<file path="src/rtl/dbi_tx_pkg.sv">
package dbi_tx_pkg;

  localparam int unsigned WORD_W = 16;
  localparam int unsigned LEN_W  = $clog2(WORD_W + 1);

  typedef enum logic [2:0] {
    ST_IDLE,
    ST_LOW,
    ST_HIGH,
    ST_TAIL,
    ST_GAP
  } tx_state_e;

  // Left-aligned word: the bit at WORD_W-1 leaves first.
  function automatic logic [WORD_W-1:0] frame_word(logic [1:0] fmt, logic flag,
                                                   logic [7:0] payload);
    if (fmt[1])      return {payload, 8'h00};
    else if (fmt[0]) return {7'b0000000, flag, payload};
    else             return {flag, payload, 7'b0000000};
  endfunction

  function automatic logic [LEN_W-1:0] frame_len(logic [1:0] fmt);
    if (fmt[1])      return LEN_W'(8);
    else if (fmt[0]) return LEN_W'(16);
    else             return LEN_W'(9);
  endfunction

endpackage

</file>
<file path="src/rtl/dbi_tx_tick.sv">
module dbi_tx_tick #(
  parameter int unsigned DIV_W = 8
) (
  input  logic             clk,
  input  logic             rst_n,
  input  logic             run_i,
  input  logic [DIV_W-1:0] half_i,
  output logic             tick_o
);
  logic [DIV_W-1:0] lim;
  logic [DIV_W-1:0] cnt_q, cnt_d;

  always_comb begin
    lim    = (half_i == '0) ? DIV_W'(1) : half_i;
    tick_o = run_i && (cnt_q == lim - DIV_W'(1));
    if (!run_i || tick_o) cnt_d = '0;
    else                  cnt_d = cnt_q + DIV_W'(1);
  end

  always_ff @(posedge clk or negedge rst_n) begin
    if (!rst_n) cnt_q <= '0;
    else        cnt_q <= cnt_d;
  end
endmodule

</file>
<file path="src/rtl/dbi_tx_rstgen.sv">
module dbi_tx_rstgen #(
  parameter int unsigned RST_W = 16
) (
  input  logic             clk,
  input  logic             rst_n,
  input  logic             start_i,
  input  logic [RST_W-1:0] len_i,
  output logic             rstn_o
);
  logic [RST_W-1:0] cnt_q, cnt_d;
  logic             rstn_q;

  always_comb begin
    if (start_i)            cnt_d = len_i;
    else if (cnt_q != '0)   cnt_d = cnt_q - RST_W'(1);
    else                    cnt_d = cnt_q;
  end

  always_ff @(posedge clk or negedge rst_n) begin
    if (!rst_n) begin
      cnt_q  <= '0;
      rstn_q <= 1'b1;
    end else begin
      cnt_q  <= cnt_d;
      rstn_q <= (cnt_d == '0);
    end
  end

  assign rstn_o = rstn_q;
endmodule

</file>
<file path="src/rtl/dbi_tx_framer.sv">
module dbi_tx_framer
  import dbi_tx_pkg::*;
(
  input  logic       clk,
  input  logic       rst_n,
  input  logic       tick_i,
  input  logic       hold_i,
  input  logic [1:0] fmt_i,
  input  logic       vld_i,
  input  logic [7:0] byte_i,
  input  logic       is_data_i,
  output logic       rdy_o,
  output logic       run_o,
  output logic       cs_n_o,
  output logic       sclk_o,
  output logic       sdo_o,
  output logic       dcx_o
);
  tx_state_e          st_q, st_d;
  logic [WORD_W-1:0]  sh_q, sh_d;
  logic [LEN_W-1:0]   left_q, left_d;
  logic               sclk_q, sclk_d;
  logic               csn_q, csn_d;
  logic               dc_q, dc_d;
  logic               line_q, line_d;
  logic               gap_q, gap_d;
  logic               take;

  assign rdy_o = (st_q == ST_IDLE) && !hold_i;
  assign take  = vld_i && rdy_o;

  always_comb begin
    st_d   = st_q;
    sh_d   = sh_q;
    left_d = left_q;
    sclk_d = sclk_q;
    csn_d  = csn_q;
    dc_d   = dc_q;
    line_d = line_q;
    gap_d  = gap_q;
    unique case (st_q)
      ST_IDLE: if (take) begin
        sh_d   = frame_word(fmt_i, is_data_i, byte_i);
        left_d = frame_len(fmt_i);
        dc_d   = is_data_i;
        line_d = fmt_i[1];
        csn_d  = 1'b0;
        st_d   = ST_LOW;
      end
      ST_LOW: if (tick_i) begin
        sclk_d = 1'b1;
        st_d   = ST_HIGH;
      end
      ST_HIGH: if (tick_i) begin
        sclk_d = 1'b0;
        sh_d   = {sh_q[WORD_W-2:0], 1'b0};
        left_d = left_q - LEN_W'(1);
        st_d   = (left_q == LEN_W'(1)) ? ST_TAIL : ST_LOW;
      end
      ST_TAIL: if (tick_i) begin
        csn_d = 1'b1;
        gap_d = 1'b0;
        st_d  = ST_GAP;
      end
      ST_GAP: if (tick_i) begin
        gap_d = 1'b1;
        if (gap_q) st_d = ST_IDLE;
      end
      default: st_d = ST_IDLE;
    endcase
  end

  always_ff @(posedge clk or negedge rst_n) begin
    if (!rst_n) begin
      st_q   <= ST_IDLE;
      sh_q   <= '0;
      left_q <= '0;
      sclk_q <= 1'b0;
      csn_q  <= 1'b1;
      dc_q   <= 1'b0;
      line_q <= 1'b0;
      gap_q  <= 1'b0;
    end else begin
      st_q   <= st_d;
      sh_q   <= sh_d;
      left_q <= left_d;
      sclk_q <= sclk_d;
      csn_q  <= csn_d;
      dc_q   <= dc_d;
      line_q <= line_d;
      gap_q  <= gap_d;
    end
  end

  assign run_o  = (st_q != ST_IDLE);
  assign cs_n_o = csn_q;
  assign sclk_o = sclk_q;
  assign sdo_o  = sh_q[WORD_W-1];
  assign dcx_o  = dc_q && line_q;
endmodule

</file>
<file path="src/rtl/dbi_serial_tx.sv">
module dbi_serial_tx #(
  parameter int unsigned DIV_W = 8,
  parameter int unsigned RST_W = 16
) (
  input  logic             clk,
  input  logic             rst_n,
  input  logic [1:0]       fmt_i,
  input  logic [DIV_W-1:0] half_div_i,
  input  logic [RST_W-1:0] rst_len_i,
  input  logic             sw_rst_i,
  input  logic             vld_i,
  output logic             rdy_o,
  input  logic [7:0]       byte_i,
  input  logic             is_data_i,
  output logic             cs_n_o,
  output logic             sclk_o,
  output logic             sdo_o,
  output logic             dcx_o,
  output logic             panel_rst_n_o
);
  logic tick, run, prst_n;

  dbi_tx_tick #(.DIV_W(DIV_W)) u_tick (
    .clk    (clk),
    .rst_n  (rst_n),
    .run_i  (run),
    .half_i (half_div_i),
    .tick_o (tick)
  );

  dbi_tx_rstgen #(.RST_W(RST_W)) u_rst (
    .clk     (clk),
    .rst_n   (rst_n),
    .start_i (sw_rst_i),
    .len_i   (rst_len_i),
    .rstn_o  (prst_n)
  );

  dbi_tx_framer u_frm (
    .clk       (clk),
    .rst_n     (rst_n),
    .tick_i    (tick),
    .hold_i    (!prst_n),
    .fmt_i     (fmt_i),
    .vld_i     (vld_i),
    .byte_i    (byte_i),
    .is_data_i (is_data_i),
    .rdy_o     (rdy_o),
    .run_o     (run),
    .cs_n_o    (cs_n_o),
    .sclk_o    (sclk_o),
    .sdo_o     (sdo_o),
    .dcx_o     (dcx_o)
  );

  assign panel_rst_n_o = prst_n;
endmodule

</file>
<file path="config.mk">
export PLATFORM = sky130hd
export DESIGN_NAME = dbi_serial_tx
export DESIGN_NICKNAME = d
export VERILOG_FILES = /design/src/rtl/dbi_tx_pkg.sv /design/src/rtl/dbi_tx_tick.sv /design/src/rtl/dbi_tx_rstgen.sv /design/src/rtl/dbi_tx_framer.sv /design/src/rtl/dbi_serial_tx.sv
export SDC_FILE = /design/constraint.sdc
export NUM_CORES = 1
export LEC_CHECK = 0
export CORE_MARGIN = 1
export CORE_UTILIZATION = 45
export CTS_BUF_LIST = sky130_fd_sc_hd__clkbuf_4 sky130_fd_sc_hd__clkbuf_8 sky130_fd_sc_hd__clkbuf_16
export CTS_CLUSTER_DIAMETER = 30
export CTS_CLUSTER_SIZE = 30
export DETAILED_ROUTE_END_ITERATION = 16
export DONT_BUFFER_PORTS = 1
export PLACE_DENSITY = 0.69
export SLEW_MARGIN = 20
export SYNTH_ARGS = -nofsm -noshare
export SYNTH_HDL_FRONTEND = slang
export SYNTH_HIERARCHICAL = 1
export SYNTH_SLANG_ARGS = --single-unit
</file>
<file path="constraint.sdc">
create_clock -name clk -period 4.5 [get_ports clk]
set_clock_uncertainty 0.2 [all_clocks]
set_input_delay 0.225 -clock clk [delete_from_list [all_inputs] [get_ports clk]]
set_output_delay 0.225 -clock clk [all_outputs]
set_load 0.02 [all_outputs]
</file>
==> results.py <==
metrics = {
    "layout": {
        "final_area_um2": 3970,
        "area_growth_pct": 11.5,
        "num_antenna_cells": 0,
        "finalNetCount": 447,
        "multi_input_area_um2": 1970,
        "n_fill_cell": 695,
        "layout-drive-gt1-share_pct": 10.4,
        "seq_area_um2": 1350,
    },
    "grt": {
        "gr-total-overflow": 0,
        "grt.total_usage_pct": 20.4,
        "grt_start_max_net_pins": 55,
        "antenna_found_initial": 0,
        "grt_pass1_vias": 2968,
        "grt_pass1_wl_um": 13800,
    },
    "setup_path": {
        "worstReg2RegEnd": "u_frm/sh_q[14]",
        "slowest_stage": "or4_4",
        "critPathCaptureType": "flop",
        "path_delay_family": "compound AO/OA/AOI/OAI gates",
        "rr_startpoint": "u_frm/st_q[0]",
        "worstSetupPathType": "in -> reg",
        "start_kind": "primary input",
        "rrSetupSlack_ns": 1.22,
        "r2r_cells": 8,
        "crit_buf_inv": 1,
        "cp_data_required_time_ns": 4.50,
        "max_stage_delay_ns": 0.54,
        "critPathArrivalTime_ns": 3.67,
        "cp_cell_sequence": "or4_4 > nor3_2 > a21oi_1 > ha_1 > o21ba_2 > a221oi_1 > o221ai_1 > or2_0 > a211oi_1 > nand2_1 > a21oi_2 > buf_4 > mux2_2",
        "cp_max_fo": 16,
    },
    "sta": {
        "max_freq_mhz": 272,
        "rsz0062_at_grt": "no",
        "setup-tns-final_ns": 0,
        "hold_viol_final": 0,
        "max_slew.worst_pin.slew_ns": 0.863,
        "slew_violations": 0,
        "slew_headroom_pct": 42.3,
        "setup_viol": 0,
        "final.period_utilization_pct": 81.7,
        "fin_crit_ns": 3.68,
    },
    "drt": {
        "drtIter0Drc": 186,
        "post_drt_wl_per_cell_um": 16.0,
        "ant_nets": 0,
        "avgViaCountPerCell": 5.85,
        "wl_um": 8070,
        "vias": 2954,
        "drtPass1Iterations": 4,
        "drcViolationCount": 0,
    },
    "clocking": {
        "tritoncts": "yes",
        "cts_resized": 0,
        "clockBufferDepth": 2,
        "htree_num_levels": 2,
        "clock-sinks": 54,
        "cts_made_buffers": 5,
        "cts_root_buf": "clkbuf_8",
        "insertion_delay_ns": 0.31,
        "path_clk_slew_ns": 0.10,
        "cts_setup_buffers": 0,
    },
    "yosys": {
        "syn_area_um2": 3560,
        "synthFlopType": "dfrtp_1",
        "syn_nets": 433,
        "ys_types": 69,
        "syn_inst": 388,
        "synth-seq-cells": 54,
        "synth-seq-area-share_pct": 38.0,
        "synth_edf_count": 0,
        "synth_warnings": 6,
        "ys_top_cells_by_area": "dfrtp_1 37%, nand2_1 4.5%, o21ai_0 3.5%, xor2_1 3.0%, mux2i_1 2.8%",
        "synth_top_area_share_pct": 36.6,
        "synth.avg_cell_area_um2": 9.17,
        "yosysTopAreaCell": "dfrtp_1",
        "async_flop_share_pct": 100,
    },
    "pwr": {
        "p_leak_uw": 0.00154,
        "power_per_cell_area_nw_per_um2": 323,
        "ir_drop_mv": 0.164,
    },
    "floorplanning": {
        "fp.dieH_um": 90.9,
        "core_area_um2": 7690,
        "die_w_um": 90.9,
        "die_area_um2": 8270,
        "initial_utilization_pct": 46.3,
        "io_pins": 45,
        "num_rows": 32,
    },
    "placed_design": {
        "placed_cell_area_um2": 3570,
        "portBuffers": 0,
        "gp_congestion": 0.819,
        "post-dp-hpwl_um": 5560,
    },
    "worst_hold_path": {
        "hp-class": "in -> reg",
        "holdPathEnd": "u_rst/cnt_q[12]",
        "min_path_cells": 3,
        "hold_start": "sw_rst_i",
    },
    "run_status": {
        "status": "finished, final reports clean",
    },
    "job": {
        "drv_cap": 0,
    },
}
## where the power goes
group          switching [uW]  internal [uW]
Sequential               80.9            535
Combinational             190            154
Clock                     159            164
Total                     430            853
## layer usage
layer / GRT usage [%] / wire, um / up-vias
li1: - / - / 1452
met1: 27.7 / 3740 / 1423
met2: 33.7 / 3820 / 68
met3: 3.18 / 361 / 11
met4: 6.35 / 146 / 0
met5: 0 / 0 / -
## sequential cells by signal (all words and copies together) (netlist names)
name / count
u_frm/left_q: 5
u_frm/line_q: 1
u_frm/cs_n_o: 1
u_frm/st_q: 3
u_frm/sclk_o: 1
u_rst/cnt_q: 16
u_frm/sh_q: 16
u_frm/gap_q: 1
u_frm/dc_q: 1
u_rst/rstn_o: 1
u_tick/cnt_q: 8
## timing repair
| item | 4_1_cts | 5_1_grt |
|---|---|---|
| endpoints found under the hold margin | 78 | 0 |
| endpoints found under the setup margin | 0 | 0 |
| hold buffers | 27 | 0 |
## final cells by class
type                            instances  share of cell area [%]
Clock buffer                            5                    1.73
Sequential cell                        54                    34.1
Clock inverter                          3                    1.01
Inverter                               25                    2.36
Timing Repair Buffer                   30                    7.82
Tap cell                              102                    3.22
Multi-Input combinational cell        286                    49.7
## per-stage QoR
step	setup WS, ns	utilization (%)	total power, uW	std cells	hold slack, ns
2_1_floorplan	0.646	-	881	388	-0.271
3_3_place_gp	0.567	46.5	923	470	-0.269
3_5_place_dp	0.491	46.5	930	470	-0.270
4_1_cts	0.829	51.6	1290	505	0.0000647
5_1_grt	0.512	51.6	1370	505	0.0298
6_report	0.822	51.6	1280	505	0.0192
## synth_stat cells (5+ instances only)
cell type,count
dfrtp_1,52
nand2_1,43
inv_1,25
o21ai_0,25
nor2_1,24
xor2_1,12
clkbuf_1,11
xnor2_1,11
a221oi_1,10
mux2i_1,10
nand3_1,10
nor3_1,10
o32ai_1,9
a21oi_1,8
nor4_1,8
a31oi_1,7
buf_6,6
ha_1,6
buf_2,5
mux2_2,5
o2bb2ai_1,5
## worst min-delay path: stages
cell,delay [ns]
nor2b_1,0.04
mux2i_1,0.14
nand2_1,0.08
## placed cells by master, fill, tap and decap left out, types with 4 or more instances in the layout
master | Yosys | routed
a211oi_1 | 4 | 4
a21oi_1 | 8 | 8
a221oi_1 | 10 | 10
a31oi_1 | 7 | 7
clkbuf_8 | 0 | 5
dfrtp_1 | 52 | 52
dlygate4sd3_1 | 0 | 26
ha_1 | 6 | 6
inv_1 | 25 | 25
mux2_2 | 5 | 5
mux2i_1 | 10 | 10
nand2_1 | 43 | 43
nand3_1 | 10 | 10
nand3b_1 | 4 | 4
nor2_1 | 24 | 24
nor3_1 | 10 | 10
nor4_1 | 8 | 8
nor4bb_1 | 4 | 4
o21ai_0 | 25 | 25
o2bb2ai_1 | 5 | 5
o32ai_1 | 9 | 9
or3_1 | 4 | 4
xnor2_1 | 11 | 11
xor2_1 | 12 | 12
## worst max path at each step
stage	endpoint	slack, ns	start	depth (start not counted)
6_report	u_frm/sh_q[3]	0.82	half_div_i[3]	13
5_1_grt	u_frm/sh_q[3]	0.51	half_div_i[3]	13
4_1_cts	u_frm/sh_q[3]	0.83	half_div_i[3]	13
3_5_place_dp	u_frm/sh_q[3]	0.49	half_div_i[3]	13
3_3_place_gp	u_frm/sh_q[7]	0.57	half_div_i[3]	13
2_1_floorplan	u_frm/sh_q[3]	0.65	half_div_i[3]	16
## logic make-up after synthesis
kind of cell / synth area share [%]
simple gates: 23.5
xor+xnor: 5.66
compound gates: 19.4
flops: 38.0
fa+ha+maj: 2.11
mux: 4.82
buf+inv: 6.50
Note: power is estimated with default switching activity, not from simulation.
